File: src/rtl/divstack_pkg.sv
package divstack_pkg;

  typedef enum logic [1:0] {
    OP_NOP    = 2'd0,
    OP_PUSH   = 2'd1,
    OP_POP    = 2'd2,
    OP_UNWIND = 2'd3
  } stackOp_e;

  typedef struct packed {
    logic doPush;
    logic doPop;
    logic doUnwind;
    logic raiseErr;
  } stackStrobe_t;

endpackage

File: src/rtl/divstack_ctrl.sv
module divstack_ctrl
  import divstack_pkg::*;
#(
  parameter int DEPTH = 4,
  localparam int SP_W = $clog2(DEPTH + 1)
) (
  input  logic            clk,
  input  logic            rstN,
  input  logic            cmdValid,
  input  logic [1:0]      cmdOp,
  input  logic [SP_W-1:0] selDepth,
  input  logic            tokenHit,
  output stackStrobe_t    strb,
  output logic            errFlag
);

  logic isFull;
  logic isEmpty;
  stackOp_e opCode;

  assign isFull  = (selDepth == SP_W'(DEPTH));
  assign isEmpty = (selDepth == '0);
  assign opCode  = stackOp_e'(cmdOp);

  always_comb begin
    strb = '0;
    if (cmdValid) begin
      unique case (opCode)
        OP_PUSH: begin
          if (isFull) strb.raiseErr = 1'b1;
          else        strb.doPush   = 1'b1;
        end
        OP_POP: begin
          if (isEmpty) strb.raiseErr = 1'b1;
          else         strb.doPop    = 1'b1;
        end
        OP_UNWIND: begin
          if (isEmpty || !tokenHit) strb.raiseErr = 1'b1;
          else                      strb.doUnwind = 1'b1;
        end
        default: strb = '0;
      endcase
    end
  end

  always_ff @(posedge clk or negedge rstN) begin
    if (!rstN)              errFlag <= 1'b0;
    else if (strb.raiseErr) errFlag <= 1'b1;
  end

  // once raised, the flag holds until reset
  a_r10_err_sticky: assert property (@(posedge clk) disable iff (!rstN)
    errFlag |=> errFlag);

  // an idle command slot raises no strobe
  a_r12_idle_quiet: assert property (@(posedge clk) disable iff (!rstN)
    !cmdValid |-> (strb == '0));

endmodule

File: src/rtl/divstack_dp.sv
module divstack_dp
  import divstack_pkg::*;
#(
  parameter int NUM_THREADS = 4,
  parameter int DEPTH       = 4,
  parameter int LANES       = 8,
  parameter int PC_W        = 16,
  parameter int TOKEN_W     = 4,
  localparam int SP_W  = $clog2(DEPTH + 1),
  localparam int IDX_W = (DEPTH > 1) ? $clog2(DEPTH) : 1,
  localparam int TID_W = (NUM_THREADS > 1) ? $clog2(NUM_THREADS) : 1
) (
  input  logic               clk,
  input  logic               rstN,
  input  stackStrobe_t       strb,
  input  logic [TID_W-1:0]   cmdTid,
  input  logic [TOKEN_W-1:0] cmdToken,
  input  logic [PC_W-1:0]    cmdPc,
  input  logic [LANES-1:0]   cmdMask,
  input  logic [TID_W-1:0]   obsTid,
  input  logic               predUse,
  input  logic [LANES-1:0]   predBits,
  output logic [SP_W-1:0]    selDepth,
  output logic               tokenHit,
  output logic               jumpValid,
  output logic [PC_W-1:0]    jumpPc,
  output logic [LANES-1:0]   jumpMask,
  output logic [SP_W-1:0]    obsDepth,
  output logic [LANES-1:0]   activeMask,
  output logic [LANES-1:0]   laneEnable
);

  logic [TOKEN_W-1:0] tokMem  [NUM_THREADS][DEPTH];
  logic [PC_W-1:0]    pcMem   [NUM_THREADS][DEPTH];
  logic [LANES-1:0]   maskMem [NUM_THREADS][DEPTH];
  logic [SP_W-1:0]    spArr   [NUM_THREADS];
  logic [LANES-1:0]   actMask [NUM_THREADS];

  logic [IDX_W-1:0] topIdx;
  logic [IDX_W-1:0] hitIdx;
  logic [IDX_W-1:0] wrIdx;

  assign selDepth = spArr[cmdTid];
  assign topIdx   = IDX_W'(selDepth - SP_W'(1));
  assign wrIdx    = IDX_W'(selDepth);

  // topmost matching live entry wins: later iterations override earlier ones
  always_comb begin
    tokenHit = 1'b0;
    hitIdx   = '0;
    for (int i = 0; i < DEPTH; i++) begin
      if ((SP_W'(i) < selDepth) && (tokMem[cmdTid][i] == cmdToken)) begin
        tokenHit = 1'b1;
        hitIdx   = IDX_W'(i);
      end
    end
  end

  // entry storage carries no reset: a slot is only read below the pointer
  always_ff @(posedge clk) begin
    if (strb.doPush) begin
      tokMem[cmdTid][wrIdx]  <= cmdToken;
      pcMem[cmdTid][wrIdx]   <= cmdPc;
      maskMem[cmdTid][wrIdx] <= cmdMask;
    end
  end

  always_ff @(posedge clk or negedge rstN) begin
    if (!rstN) begin
      for (int t = 0; t < NUM_THREADS; t++) begin
        spArr[t]   <= '0;
        actMask[t] <= '1;
      end
      jumpValid <= 1'b0;
      jumpPc    <= '0;
      jumpMask  <= '0;
    end else begin
      jumpValid <= 1'b0;
      if (strb.doPush) begin
        spArr[cmdTid] <= selDepth + SP_W'(1);
      end else if (strb.doPop) begin
        spArr[cmdTid]   <= selDepth - SP_W'(1);
        actMask[cmdTid] <= maskMem[cmdTid][topIdx];
        jumpValid       <= 1'b1;
        jumpPc          <= pcMem[cmdTid][topIdx];
        jumpMask        <= maskMem[cmdTid][topIdx];
      end else if (strb.doUnwind) begin
        spArr[cmdTid]   <= SP_W'(hitIdx);
        actMask[cmdTid] <= maskMem[cmdTid][hitIdx];
        jumpValid       <= 1'b1;
        jumpPc          <= pcMem[cmdTid][hitIdx];
        jumpMask        <= maskMem[cmdTid][hitIdx];
      end
    end
  end

  assign obsDepth   = spArr[obsTid];
  assign activeMask = actMask[obsTid];
  assign laneEnable = predUse ? (activeMask & predBits) : activeMask;

  // no stack pointer ever passes the capacity
  for (genvar g = 0; g < NUM_THREADS; g++) begin : g_bound
    a_r8_depth_bound: assert property (@(posedge clk) disable iff (!rstN)
      spArr[g] <= SP_W'(DEPTH));
  end

  // an accepted push grows the addressed stack by one
  a_r2_push_grows: assert property (@(posedge clk) disable iff (!rstN)
    strb.doPush |=> (spArr[$past(cmdTid)] == SP_W'($past(selDepth) + SP_W'(1))));

  // an accepted pop shrinks the addressed stack by one
  a_r3_pop_shrinks: assert property (@(posedge clk) disable iff (!rstN)
    strb.doPop |=> (spArr[$past(cmdTid)] == SP_W'($past(selDepth) - SP_W'(1))));

  // a jump request only follows an accepted pop or unwind
  a_r3_jump_cause: assert property (@(posedge clk) disable iff (!rstN)
    jumpValid |-> $past(strb.doPop || strb.doUnwind));

  // a rejected command never yields a jump
  a_r9_no_jump_on_err: assert property (@(posedge clk) disable iff (!rstN)
    strb.raiseErr |=> !jumpValid);

  // an accepted unwind always has a matching entry
  a_r6_unwind_has_hit: assert property (@(posedge clk) disable iff (!rstN)
    strb.doUnwind |-> tokenHit);

endmodule

File: src/rtl/divstack_top.sv
module divstack_top
  import divstack_pkg::*;
#(
  parameter int NUM_THREADS = 4,
  parameter int DEPTH       = 4,
  parameter int LANES       = 8,
  parameter int PC_W        = 16,
  parameter int TOKEN_W     = 4,
  localparam int SP_W  = $clog2(DEPTH + 1),
  localparam int TID_W = (NUM_THREADS > 1) ? $clog2(NUM_THREADS) : 1
) (
  input  logic               clk,
  input  logic               rstN,
  input  logic               cmdValid,
  input  logic [1:0]         cmdOp,
  input  logic [TID_W-1:0]   cmdTid,
  input  logic [TOKEN_W-1:0] cmdToken,
  input  logic [PC_W-1:0]    cmdPc,
  input  logic [LANES-1:0]   cmdMask,
  input  logic [TID_W-1:0]   obsTid,
  input  logic               predUse,
  input  logic [LANES-1:0]   predBits,
  output logic               jumpValid,
  output logic [PC_W-1:0]    jumpPc,
  output logic [LANES-1:0]   jumpMask,
  output logic [SP_W-1:0]    obsDepth,
  output logic [LANES-1:0]   activeMask,
  output logic [LANES-1:0]   laneEnable,
  output logic               errFlag
);

  stackStrobe_t    strb;
  logic [SP_W-1:0] selDepth;
  logic            tokenHit;

  divstack_ctrl #(.DEPTH(DEPTH)) ctrl_i (
    .clk      (clk),
    .rstN     (rstN),
    .cmdValid (cmdValid),
    .cmdOp    (cmdOp),
    .selDepth (selDepth),
    .tokenHit (tokenHit),
    .strb     (strb),
    .errFlag  (errFlag)
  );

  divstack_dp #(
    .NUM_THREADS (NUM_THREADS),
    .DEPTH       (DEPTH),
    .LANES       (LANES),
    .PC_W        (PC_W),
    .TOKEN_W     (TOKEN_W)
  ) dp_i (
    .clk        (clk),
    .rstN       (rstN),
    .strb       (strb),
    .cmdTid     (cmdTid),
    .cmdToken   (cmdToken),
    .cmdPc      (cmdPc),
    .cmdMask    (cmdMask),
    .obsTid     (obsTid),
    .predUse    (predUse),
    .predBits   (predBits),
    .selDepth   (selDepth),
    .tokenHit   (tokenHit),
    .jumpValid  (jumpValid),
    .jumpPc     (jumpPc),
    .jumpMask   (jumpMask),
    .obsDepth   (obsDepth),
    .activeMask (activeMask),
    .laneEnable (laneEnable)
  );

endmodule

File: config.mk
export PLATFORM = sky130hd
export DESIGN_NAME = divstack_top
export DESIGN_NICKNAME = d
export VERILOG_FILES = /design/src/rtl/divstack_pkg.sv /design/src/rtl/divstack_ctrl.sv /design/src/rtl/divstack_dp.sv /design/src/rtl/divstack_top.sv
export SDC_FILE = /design/constraint.sdc
export NUM_CORES = 1
export LEC_CHECK = 0
export ABC_AREA = 1
export BUFFER_PORTS_ARGS = -buffer_cell sky130_fd_sc_hd__clkbuf_2
export CAP_MARGIN = 20
export CORE_MARGIN = 3
export CORE_UTILIZATION = 40
export DETAILED_ROUTE_END_ITERATION = 7
export PLACE_DENSITY = 0.62
export SLEW_MARGIN = 20
export SYNTH_ARGS = -nofsm -noshare
export SYNTH_HDL_FRONTEND = slang
export SYNTH_SLANG_ARGS = --single-unit
File: constraint.sdc
create_clock -name clk -period 4.37 [get_ports clk]
set_input_delay 0.874 -clock clk [delete_from_list [all_inputs] [get_ports clk]]
set_output_delay 0.874 -clock clk [all_outputs]
set_load 0.01 [all_outputs]
# Word level (Yosys, flattened, before mapping)
# Memory sizes are Yosys's and may differ from the RTL's.
# Index checks and enable logic that the tools add are counted.
dict set report word_totals {
  register_bits 70
  ramBits 448
  in_bits 46
  mem_count 3
}
# memory depth width read_ports rd_ports_with_merged_regs write_ports line
set mem_list {}
lappend mem_list {dp_i.pcMem 4 64 1 0 1 divstack_dp.sv:34} ;# logic [PC_W-1:0] pcMem [NUM_THREADS][DEPTH];
lappend mem_list {dp_i.maskMem 4 32 1 0 1 divstack_dp.sv:35} ;# logic [LANES-1:0] maskMem [NUM_THREADS][DEPTH];
lappend mem_list {dp_i.tokMem 4 16 1 0 1 divstack_dp.sv:33} ;# logic [TOKEN_W-1:0] tokMem [NUM_THREADS][DEPTH];
dict set report op_classes {
  addsub 2
  magnitude_cmp 11
  n_eq_ne 8
  mux 71
  bitwise 7
  n_reduce_logical 12
}
# op n
set op_table {}
lappend op_table {{16-bit two-way mux} 8}
lappend op_table {{32-bit two-way mux} 3}
lappend op_table {{8-bit two-way mux} 11}
lappend op_table {{16-bit binary-select mux with 2-bit select} 2}
lappend op_table {{32-bit bitwise mux} 2}
lappend op_table {{64-bit two-way mux} 1}
lappend op_table {{8-bit binary-select mux with 2-bit select} 3}
lappend op_table {{12-bit bitwise mux} 3}
lappend op_table {{12-bit two-way mux} 3}
lappend op_table {{16-bit demux with 2-bit select} 1}
lappend op_table {{8-bit demux with 2-bit select} 2}
lappend op_table {{1-bit two-way mux} 18}
lappend op_table {{4-bit equality test} 4}
lappend op_table {{3-bit >= comparator (second input constant)} 5}
lappend op_table {{3-bit two-way mux} 5}
lappend op_table {{2-bit inverter with 3-bit output} 5}
lappend op_table {{3-bit binary-select mux with 2-bit select} 2}
lappend op_table {{8-bit AND} 1}
lappend op_table {{4-bit demux with 2-bit select} 1}
lappend op_table {{4-bit two-way mux} 2}
lappend op_table {{3-bit demux with 2-bit select} 1}
lappend op_table {{1-bit logical AND} 6}
lappend op_table {{1-bit by 3-bit less-than comparator with 1-bit output (first input constant)} 2}
lappend op_table {{2-bit by 3-bit less-than comparator with 1-bit output (first input constant)} 2}
lappend op_table {{15 further kinds} 18}

# Depth between registers and ports, before layout
dict set report logic_depth {
  depth_word 18
  ltp_mapped 22
  depth_no_buf 18
}

# Modules after synthesis
# A second synthesis with hierarchy kept.
dict set report unflattened {
  hier_cells 2021
  hier_area_um2 22323.9
}
# mod n_inst cells_each area_each_um2
set by_module_without_submodules {}
lappend by_module_without_submodules {divstack_dp 1 1998 22206.3}
lappend by_module_without_submodules {divstack_ctrl 1 23 117.6}

# Least setup slack after synthesis
# OpenSTA, ideal clock, no wires.
dict set report synth_timing {
  path_type {input -> register}
  startpoint {input port cmdTid[1]}
  endpoint {memory dp_i.maskMem[0][0] (netlist bit), enable pin}
  setup_ns 0.413
  arrival_ns 3.878
  required_ns 3.957
  slack_ns 0.079
  cell_stages 11
  path_buffers 2
  path_cell_list {buf_2 nor2_2 nand2_1 nand2_1 nor2_2 clkbuf_1 ha_1 ha_1 nor3_1 nand2_1 nor2_1}
}
dict set report synth_via {
  elab_chain_cells 10
  elab_cells_between_ends 16
  classes_between {order compare (2); eq/ne (1); mux (10); bitwise (2); reduce/logical (1)}
}
# item line
set synth_rtl {}
lappend synth_rtl {{start, declared} divstack_top.sv:16} ;# input logic [TID_W-1:0] cmdTid,
lappend synth_rtl {{2-bit inverter with 3-bit output (implied by the code)} divstack_dp.sv:43} ;# assign selDepth = spArr[cmdTid];
lappend synth_rtl {{3-bit binary-select mux with 2-bit select} divstack_dp.sv:43}
lappend synth_rtl {{3-bit two-way mux (implied by the code) (2 in series)} divstack_dp.sv:43}
lappend synth_rtl {{2-bit inverter with 3-bit output (implied by the code) / 3-bit equality test (equally long branches)} {divstack_dp.sv:64, divstack_ctrl.sv:21}}
lappend synth_rtl {{3-bit >= comparator (implied by the code), or another cell as far along} divstack_dp.sv:64} ;# maskMem[cmdTid][wrIdx] <= cmdMask;
lappend synth_rtl {{1-bit logical AND (implied by the code) / 1-bit two-way mux (equally long branches)} {divstack_dp.sv:64, divstack_ctrl.sv:28}}
lappend synth_rtl {{8-bit two-way mux (implied by the code) / 4-bit two-way mux (equally long branches)} {divstack_dp.sv:64, divstack_ctrl.sv:27}}
lappend synth_rtl {{8-bit demux with 2-bit select / 1-bit two-way mux (equally long branches)} {divstack_dp.sv:64, divstack_dp.sv:61}}
lappend synth_rtl {{32-bit two-way mux (implied by the code)} divstack_dp.sv:64}
lappend synth_rtl {{end, declared} divstack_dp.sv:35}
# Several ways; a longest one is shown, not always the timed one. The select of a mux whose other input is x is not followed.

# Final worst setup path
dict set report layout_timing {
  startpoint {input port cmdTid[0]}
  endpoint {memory dp_i.maskMem[3][27] (netlist bit), enable pin}
}
# The elaborated chain is that of the path after synthesis.

==> impl_results.md <==
- Clk_skew: 0.0160 ns
- Max-slew headroom: 51.8%
- Share of cells above drive strength 1: 14.4%
- # IOs: 91
- Routed WL: 60.7 mm
- Slew @ Worst Pin: 0.723 ns
- Distinct cells, synth: 38
- Lkg Pwr: 9.89 nW
- Antenna diode count: 0
- Sequential-to-total area share from yosys stat: 68.8%
- Final net count: 2,193
- VDD IR max: 0.307 mV
- RSZ-0062 raised after global routing: false
- Pwr Density: 490 nW/um^2
- GRT Total Usage: 20.8%
- Crit path largest cell delay: 0.54 ns
- Starting Density: 40.8%
- Die H: 241 um
- Hold buffers post-CTS: 0
- Slew Limit Fails: 0
- Placed instance count: 2,827
- WL met3: 4.89 mm
- Worst-path cell chain: clkbuf_2 -> buf_4 -> nand3_1 -> nand2_1 -> nor2_4 -> ha_1 -> ha_1 -> nor3_1 -> buf_4 -> nand2_1 -> nor2_4 -> buf_12
- Clock transition at the registers of the reported paths: 0.06 ns
- CTS tree: done
- Worst-path fanout max: 46
- Final hold viol count: 0
- Final worst path period share: 78.3%
- Clock Tree Buf Depth: 3
- DR vias: 15,680
- Overflow after GRT: 0
- Critical Path RT: 4.69 ns
- Worst path slowest cell: nor2_4
- Mean routed wirelength per cell: 20.8 um
- Die X: 241 um
- Vias/cell: 5.37
- Hpwl dp: 38.5 mm
- Mapped Cells: 2,031
- Core Region: 54,300 um^2
- Core Rows: 85
- Clk Latency, worst-skew pair: 0.61 ns
- Buffers on Ports: 90
- Wire length on met2: 26.9 mm
- Clock root buffer: clkbuf_16
- Avg Cell Area, Syn: 10.9 um^2
- First-pass GRT wire length: 92.1 mm
- Critical path type: in -> reg
- Cell family with most CP delay: simple AND/OR/NAND/NOR gates
- Status: finished clean
- DR pass1 iterations: 6
- Final min period: 3.42 ns
- Core Util, Final: 47.0%
- Antenna Nets Post-Route: 0
- Syn nets: 2,083
- Max-Cap Viols: 0
- Final setup violation count: 0
- Synth Cell Area: 22,200 um^2
- Post-Layout Cell Count: 2,920
- Global placement routability congestion: 0.845
- Final TNS setup: 0 ns
- Yosys warnings: 0
- Critical path buffer and inverter count: 4
- Drt drc: 0
- Synthesized flop and latch total: 518
- F_max: 292 MHz
- Initial DRC count: 1,523
- Detailed-routing wirelength on met1: 27.7 mm
- Worst Hold Class: in -> async
- Arr. time, crit path: 3.74 ns
- CP startpoint kind: primary input
- CTS buffer count: 51
- Worst setup EP type: register
- Antenna violations before repair: 0
- Resized cells post-CTS: 0
- CTS sink cnt: 518
- Post-CTS Setup Inserts: 0
- Area Overhead vs Synth: 15.2%
- H-tree Lvls: 2
- Top layer in use: met4
- Vias in the first global route: 14,688
- Fill count: 4,852
- Die Area: 58,200 um^2
- Largest net degree at the start of global routing: 103
-- cells in the final DEF, fill, tap and decap left out, types with 9 or more instances in the layout --
cell type  netlist  final
clkinv_1         2     13
buf_12           0     10
a21oi_1         39     39
buf_4            3     62
nand4_1         25     25
nand3_1        183    182
a22oi_1         49     49
o22ai_1         15     15
nor2_4           0     20
clkinv_2         0     11
dfrtp_1         38     38
edfxtp_1       448    448
nor2_1         121    103
dfstp_2         32     32
o21ai_0         65     65
o21bai_1        10     10
a221oi_1        22     22
clkbuf_2         0     89
clkbuf_16        0     51
clkbuf_1        55      9
a31oi_1         10     10
nand2_1        733    732
o211ai_1        18     18
a22o_1          12     12
inv_1           48     47
-- through the flow --
stage | hold slack (ns) | total power [mW] | instance area [um^2] | setup slack [ns]
after floorplan | 0.446 | 7.39 | 22200 | 0.0789
after global placement | 0.456 | 8.20 | 23900 | 0.346
after detailed placement | 0.458 | 8.24 | 23900 | 0.372
after CTS | 0.467 | 12.6 | 25500 | 0.963
after global routing | 0.323 | 13.1 | 25500 | 0.544
final | 0.290 | 12.5 | 25500 | 0.947
-- metal layers --
layer	GRT usage [%]	vias to the layer above
met5	0	-
met4	5.79	0
met3	3.79	87
met2	31.2	641
met1	31.2	7605
li1	-	7347
-- final cells by class --
class | instances | area, um^2 | share of cell area [%]
Tap cell | 739 | 925 | 3.62
Sequential cell | 518 | 15200 | 59.7
Multi-Input combinational cell | 1356 | 6400 | 25.1
Inverter | 53 | 200 | 0.784
Clock inverter | 32 | 320 | 1.25
Timing Repair Buffer | 161 | 1110 | 4.35
Clock buffer | 61 | 1320 | 5.19
-- cell usage after synthesis (all sizes together) --
| library cell | count | area share (%) |
|---|---|---|
| or2 | 1 | 0.028 |
| xnor2 | 2 | 0.079 |
| ha | 6 | 0.34 |
| xor2 | 1 | 0.040 |
| nand2 | 741 | 13 |
| dfrtp | 38 | 4.3 |
| a22oi | 49 | 1.7 |
| o22ai | 15 | 0.42 |
| o21a | 8 | 0.27 |
| a221oi | 22 | 0.87 |
| buf | 49 | 1.2 |
| clkbuf | 55 | 0.93 |
| clkinv | 2 | 0.034 |
| nor2 | 129 | 2.3 |
| o21bai | 10 | 0.34 |
| a211oi | 6 | 0.20 |
| nand3 | 184 | 4.2 |
| o21ai | 71 | 1.6 |
| a31oi | 10 | 0.28 |
| a21oi | 44 | 1.1 |
| a22o | 12 | 0.47 |
| inv | 51 | 0.86 |
| dfstp | 32 | 3.8 |
| edfxtp | 448 | 61 |
| nand4 | 25 | 0.71 |
| o211ai | 18 | 0.61 |
| nor3 | 2 | 0.045 |
-- cells by family (layout without fill, tap and decap cells) --
family / Yosys count / after routing / share of synthesized area (%)
and+or+nand+nor: 1082 / 1082 / 19.9
DFF: 518 / 518 / 68.8
buffers and inverters: 157 / 307 / 2.99
AOI/OAI and AO/OA: 265 / 265 / 7.85
xor gates and xnor gates: 3 / 3 / 0.119
adders and majority gates: 6 / 6 / 0.339
-- state kept, by name, indices dropped and copies added (netlist names) --
name            flops
ctrl_i.errFlag      1
dp_i.tokMem        64
dp_i.jumpPc        16
dp_i.pcMem        256
dp_i.actMask       32
dp_i.maskMem      128
dp_i.jumpMask       8
dp_i.jumpValid      1
dp_i.spArr         12
-- final timing paths --
| kind | start | endpoint | slack [ns] | cells past startpoint |
|---|---|---|---|---|
| worst max-delay path | cmdTid[0] | dp_i.maskMem[3][27]$_DFFE_PP_ | 0.95 | 12 |
| worst min-delay path | rstN | dp_i.spArr[1]$_DFFE_PN0P_ | 0.29 | 1 |
| worst max register to register | dp_i.spArr[0]$_DFFE_PN0P_ | dp_i.actMask[16]$_DFFE_PN1P_ | 1.38 | 17 |
| max in group asynchronous | rstN | dp_i.actMask[4]$_DFFE_PN1P_ | 3.29 | 2 |
| worst min register to register | dp_i.actMask[3]$_DFFE_PN1P_ | dp_i.actMask[3]$_DFFE_PN1P_ | 0.46 | 2 |
| min in group clk | dp_i.actMask[3]$_DFFE_PN1P_ | dp_i.actMask[3]$_DFFE_PN1P_ | 0.46 | 2 |
-- report_power, final --
group	switching, mW	internal, mW	leakage (nW)
logic	1.45	0.707	4.24
clock network	1.87	2.46	0.801
registers	0.199	5.81	4.85
No activity file was read; power rests on OpenSTA's default activity.
